===== config.mk =====
export PLATFORM = sky130hd
export DESIGN_NAME = irq_req_tracker
export DESIGN_NICKNAME = d
export VERILOG_FILES = /design/src/rtl/irt_pkg.sv /design/src/rtl/irt_lowest_pick.sv /design/src/rtl/irt_line_cell.sv /design/src/rtl/irq_req_tracker.sv
export SDC_FILE = /design/constraint.sdc
export NUM_CORES = 1
export LEC_CHECK = 0
export ABC_AREA = 1
export BUFFER_PORTS_ARGS = -buffer_cell sky130_fd_sc_hd__buf_2
export CORE_MARGIN = 2
export CORE_UTILIZATION = 44
export DETAILED_ROUTE_END_ITERATION = 8
export PLACE_DENSITY = 0.78
export SLEW_MARGIN = 5
export SYNTH_ARGS = -nofsm -noshare
export SYNTH_HDL_FRONTEND = slang
export SYNTH_SLANG_ARGS = --single-unit

===== constraint.sdc =====
create_clock -name clk -period 2.1 [get_ports clk]
set_input_delay 0.21 -clock clk [delete_from_list [all_inputs] [get_ports clk]]
set_output_delay 0.21 -clock clk [all_outputs]
set_load 0.005 [all_outputs]

===== src/rtl/irt_pkg.sv =====
package irt_pkg;
   typedef enum logic {
      TRIG_EDGE  = 1'b0,
      TRIG_LEVEL = 1'b1
   } trig_e;
endpackage


===== src/rtl/irt_lowest_pick.sv =====
module irt_lowest_pick #(
   parameter int N  = 8,
   parameter int IW = 3
) (
   input  logic [N-1:0]  req,
   output logic          found,
   output logic [IW-1:0] idx,
   output logic [N-1:0]  onehot
);
   always_comb begin
      found = 1'b0;
      idx   = '0;
      for (int i = N - 1; i >= 0; i--) begin
         if (req[i]) begin
            found = 1'b1;
            idx   = IW'(i);
         end
      end
   end

   assign onehot = req & (~req + N'(1));
endmodule


===== src/rtl/irt_line_cell.sv =====
module irt_line_cell
   import irt_pkg::*;
(
   input  logic clk,
   input  logic rst_n,
   input  logic raw,
   input  logic pol,
   input  logic lvl_mode,
   input  logic mask,
   input  logic svc_hit,
   input  logic grant,
   input  logic eoi_clr,
   output logic cand,
   output logic req,
   output logic rirr
);
   logic eff, eff_q, rise, is_lvl;
   logic req_d, rirr_d;

   assign is_lvl = (trig_e'(lvl_mode) == TRIG_LEVEL);
   assign eff    = raw ^ pol;
   assign rise   = eff & ~eff_q;

   // level pins wait for remote-IRR to clear unless the window forces service
   assign cand = is_lvl ? (req & ~mask & (~rirr | svc_hit)) : req;

   always_comb begin
      if (!eff)
         req_d = 1'b0;
      else if (is_lvl)
         req_d = 1'b1;
      else
         req_d = rise | (req & ~grant);
   end

   always_comb begin
      if (grant && is_lvl && !mask)
         rirr_d = 1'b1;
      else if (eoi_clr)
         rirr_d = 1'b0;
      else
         rirr_d = rirr;
   end

   always_ff @(posedge clk or negedge rst_n) begin
      if (!rst_n) begin
         eff_q <= 1'b0;
         req   <= 1'b0;
         rirr  <= 1'b0;
      end else begin
         eff_q <= eff;
         req   <= req_d;
         rirr  <= rirr_d;
      end
   end
endmodule


===== src/rtl/irq_req_tracker.sv =====
module irq_req_tracker #(
   parameter int NPIN    = 24,
   parameter int VEC_W   = 8,
   parameter int REG_OUT = 1,
   localparam int PIN_W  = (NPIN > 1) ? $clog2(NPIN) : 1
) (
   input  logic                   clk,
   input  logic                   rst_n,
   input  logic [NPIN-1:0]        line_i,
   input  logic [NPIN-1:0]        pol_i,
   input  logic [NPIN-1:0]        trig_level_i,
   input  logic [NPIN-1:0]        mask_i,
   input  logic [NPIN*VEC_W-1:0]  vec_i,
   input  logic                   eoi_valid_i,
   input  logic [VEC_W-1:0]       eoi_vec_i,
   input  logic                   svc_strobe_i,
   input  logic [PIN_W-1:0]       svc_pin_i,
   output logic                   dlv_valid_o,
   output logic [PIN_W-1:0]       dlv_pin_o
);
   if (NPIN < 2 || NPIN > 256) begin : g_bad_npin
      $error("irq_req_tracker: NPIN must lie in 2..256");
   end
   if (VEC_W < 1 || VEC_W > 32) begin : g_bad_vecw
      $error("irq_req_tracker: VEC_W must lie in 1..32");
   end
   if (REG_OUT != 0 && REG_OUT != 1) begin : g_bad_regout
      $error("irq_req_tracker: REG_OUT must be 0 or 1");
   end

   logic [NPIN-1:0] cand_v, req_q, rirr_q;
   logic [NPIN-1:0] gnt_oh, eoi_match, eoi_oh;
   logic [PIN_W-1:0] gnt_idx, eoi_idx;
   logic gnt_any, eoi_found, gnt_deliver, svc_ok;

   assign svc_ok = svc_strobe_i & ({1'b0, svc_pin_i} < (PIN_W + 1)'(NPIN));

   for (genvar i = 0; i < NPIN; i++) begin : g_pin
      assign eoi_match[i] = eoi_valid_i & (vec_i[i*VEC_W +: VEC_W] == eoi_vec_i);

      irt_line_cell u_cell (
         .clk      (clk),
         .rst_n    (rst_n),
         .raw      (line_i[i]),
         .pol      (pol_i[i]),
         .lvl_mode (trig_level_i[i]),
         .mask     (mask_i[i]),
         .svc_hit  (svc_ok & (svc_pin_i == PIN_W'(i))),
         .grant    (gnt_oh[i]),
         .eoi_clr  (eoi_oh[i]),
         .cand     (cand_v[i]),
         .req      (req_q[i]),
         .rirr     (rirr_q[i])
      );
   end

   irt_lowest_pick #(.N(NPIN), .IW(PIN_W)) u_gnt_pick (
      .req    (cand_v),
      .found  (gnt_any),
      .idx    (gnt_idx),
      .onehot (gnt_oh)
   );

   irt_lowest_pick #(.N(NPIN), .IW(PIN_W)) u_eoi_pick (
      .req    (eoi_match),
      .found  (eoi_found),
      .idx    (eoi_idx),
      .onehot (eoi_oh)
   );

   // a masked edge pin consumes its grant slot but produces no pulse
   assign gnt_deliver = gnt_any & ~mask_i[gnt_idx];

   if (REG_OUT != 0) begin : g_out_reg
      logic             v_q;
      logic [PIN_W-1:0] p_q;
      always_ff @(posedge clk or negedge rst_n) begin
         if (!rst_n) begin
            v_q <= 1'b0;
            p_q <= '0;
         end else begin
            v_q <= gnt_deliver;
            p_q <= gnt_idx;
         end
      end
      assign dlv_valid_o = v_q;
      assign dlv_pin_o   = p_q;
   end else begin : g_out_comb
      assign dlv_valid_o = gnt_deliver;
      assign dlv_pin_o   = gnt_idx;
   end

   logic unused_ok;
   assign unused_ok = eoi_found ^ (|eoi_idx);
endmodule


==> impl_metrics.env <==
export IMPL_slowest_stage="dfrtp_1"
export IMPL_drc=0
export IMPL_clock_skew_ps=5.03
export IMPL_cp_max_fo=7
export IMPL_clk_pin_slew_worst_paths_ps=60
export IMPL_io_buffer_count=310
export IMPL_end_kind="flip-flop"
export IMPL_die_area_sq_um=17100
export IMPL_worst_slew_pin_slew_ps=493
export IMPL_vias=9884
export IMPL_ys_ff_latch=78
export IMPL_cts_root_buf="clkbuf_16"
export IMPL_layout_drive_gt1_share_pct=45.7
export IMPL_cts_sinks=78
export IMPL_dp_cells=1741
export IMPL_ant_nets=0
export IMPL_grt_antenna_before_repair=1
export IMPL_grt_pass1_vias=9107
export IMPL_rsz0062_at_grt="true"
export IMPL_required_ps=2340
export IMPL_grt_total_usage_pct=34.5
export IMPL_drv_cap=0
export IMPL_run_status="complete, but fails checks"
export IMPL_layout_setup_ws_ps=-498
export IMPL_ys_seq_area_share_pct=27.6
export IMPL_hold_violations=0
export IMPL_leakagePower_nw=6.16
export IMPL_max_slew_margin_rel_pct=67.1
export IMPL_grt_overflow=0
export IMPL_drt_iter0_drc=827
export IMPL_synth_cell_types=51
export IMPL_worstSetupStartpointType="flip-flop"
export IMPL_synth_net_count=1353
export IMPL_worstSetupPathType="flip-flop to flip-flop"
export IMPL_htreeDepth=3
export IMPL_synth_flop_cell="dfrtp_1"
export IMPL_hold_depth=2
export IMPL_setup_viol=22
export IMPL_max_stage_delay_ps=360
export IMPL_async_reset_ff_share_pct=100
export IMPL_post_dp_hpwl_microns=23900
export IMPL_routed_wl_microns=31900
export IMPL_drt_pre_antenna_iters=5
export IMPL_hold_path_class="primary input to flip-flop"
export IMPL_vdd_drop_max_uv=460
export IMPL_cts_tree="done"
export IMPL_clk_insertion_delay_late_ps=350
export IMPL_die_x_microns=131
export IMPL_power_density_nw_per_um2=535
export IMPL_violations="setup timing"
export IMPL_pre_cts_slack_ps=-707
export IMPL_wl_per_cell_microns=17.6
export IMPL_fin_crit_sh_pct=124
export IMPL_cp_common_cell="nand2_1"
export IMPL_fp_coreArea_sq_um=15800
export IMPL_grt_pass1_wl_microns=45200
export IMPL_nets=1894
export IMPL_period_minus_slack_ps=2600
export IMPL_crit_arrival_ps=2830
export IMPL_r2r_start="g_pin[23].u_cell.req$_DFF_PN0_"
export IMPL_stdcell_count=1810
export IMPL_utilization_pct=74.0
export IMPL_drv_slew=0
export IMPL_cts_buffers=9
export IMPL_cts_buffer_depth=2
export IMPL_synthToLayoutAreaGrowth_pct=65.6
export IMPL_hold_start="mask_i[22]"
export IMPL_die_y_microns=131
export IMPL_synthCells=1048
export IMPL_io_pins=311
export IMPL_syn_area_per_cell_sq_um=6.75
export IMPL_yosysWarnings=0
export IMPL_synth_edff_count=0
export IMPL_globalplace_congestion=1.04
export IMPL_max_freq_mhz=385
export IMPL_avgViaCountPerCell=5.46
export IMPL_startpoint="g_pin[23].u_cell.req$_DFF_PN0_"
export IMPL_reg2reg_depth=33
export IMPL_start_util_pct=44.7
export IMPL_grt_max_degree=44
export IMPL_row_count=46
export IMPL_netlist_area_sq_um=7070
==> cell type report <==
type / count / area [sq um]
clock buffer: 10 / 239
sequential: 78 / 1950
antenna: 1 / 2.50
timing repair buffer: 565 / 3640
inverter: 162 / 621
clock inverter: 5 / 36.3
tap: 216 / 270
multi-input combinational: 773 / 4950
fill: 1159 / 4110
==> where the power goes <==
group          switching (mW)  internal (mW)
Clock                   0.643          0.825
Combinational            1.55           1.37
Sequential              0.145           1.73
==> state kept, by name, summed over array words and instances, names as in the netlist <==
signal / count
g_pin.u_cell.rirr: 24
dlv_valid_o: 1
dlv_pin_o: 5
g_pin.u_cell.req: 24
g_pin.u_cell.eff_q: 24
==> layer usage <==
layer  wire (microns)  vias to the layer above  track usage (%)  share of wire (%)
met5                0                        -                0                  0
li1                 -                     4613                -                  -
met4             1720                        0             15.9                5.4
met2            14900                      585             57.9                 47
met3             2810                      153             7.53                8.8
met1            12400                     4533             42.5                 39
==> cell usage in the layout (no fill, tap or decap), types with 8 or more instances in the layout <==
cell type and n:
dfrtp_1 78, nor3b_1 10, buf_2 306, a2111oi_0 10, nand2_1 182, xor2_1 51
o22ai_1 20, nand2_2 24, a31oi_1 22, inv_1 142, o21ai_0 45, a21oi_1 11
nor2_2 9, nand2_4 12, o21ai_2 8, a221oi_1 11, nand4_1 24, a211oi_1 8
nor4_1 12, nand3_1 50, buf_6 14, xnor2_1 43, clkbuf_16 10, inv_2 16
o21ai_1 21, nor2_4 16, or2_2 10, nor2_1 79, o31ai_1 9, buf_4 235
==> cell usage after synthesis (all sizes together) (11+ instances only) <==
| cell | n | area share, % |
|---|---|---|
| dfrtp | 78 | 28 |
| a31oi | 25 | 2.2 |
| xor2 | 51 | 6.3 |
| xnor2 | 43 | 5.3 |
| nand3 | 56 | 4.0 |
| o21ai | 74 | 5.3 |
| nand4 | 24 | 2.1 |
| o31ai | 17 | 1.9 |
| clkbuf | 19 | 1.0 |
| a2111oi | 17 | 2.1 |
| o22ai | 21 | 1.9 |
| buf | 18 | 1.4 |
| nor2 | 104 | 5.8 |
| a21oi | 15 | 1.3 |
| nand2 | 218 | 12 |
| nor3 | 11 | 1.0 |
| inv | 162 | 8.6 |
| nor4 | 17 | 1.5 |
| or2 | 11 | 0.97 |
| a221oi | 11 | 1.4 |
==> stage by stage <==
stage               hold WS [ps]  cell area [sq um]  TNS [ps]  power [mW]
floorplan                  -85.6               7190     -1050        3.04
global placement             196              10400    -16030        4.21
detailed placement           204              10400    -18390        4.26
CTS                         51.4              11000     -1010        5.89
global route                66.0              11700     -9810        6.55
finish                      52.0              11700     -5110        6.26
==> worst paths after layout <==
kind	to	slack, ps
min reg2reg	g_pin[15].u_cell.req$_DFF_PN0_	430
min	g_pin[22].u_cell.rirr$_DFFE_PN0P_	50
max reg2reg	dlv_valid_o$_DFF_PN0_	-500
min in group asynchronous	g_pin[6].u_cell.eff_q$_DFF_PN0_	360
max in group asynchronous	g_pin[15].u_cell.eff_q$_DFF_PN0_	1140
max	dlv_valid_o$_DFF_PN0_	-500
==> cells by family (layout without fill, tap and decap cells) <==
group,after synthesis,after routing,share of synthesized area [%]
compound gates,218,218,20.4
xor+xnor,94,94,11.6
buf+inv,199,742,11.0
flops,78,78,27.6
other cells,0,1,0
simple gates,459,461,29.4
==> critical path: cells and delay by family, from the launching register on <==
| family | cells | cell delay (ps) |
|---|---|---|
| DFF | 1 | 360 |
| and+or+nand+nor | 32 | 2080 |
| buffers and inverters | 1 | 50 |
==> repair_timing <==
action | in CTS | in global routing
hold buffers | 1 | 0
setup endpoints to repair | 29 | 41
pin swaps | 31 | 49
buffers inserted | 27 | 28
cloned | 2 | 1
resized for setup | 42 | 123
endpoints found under the hold margin | 35 | 0
Power figures use the tool's default switching activity.
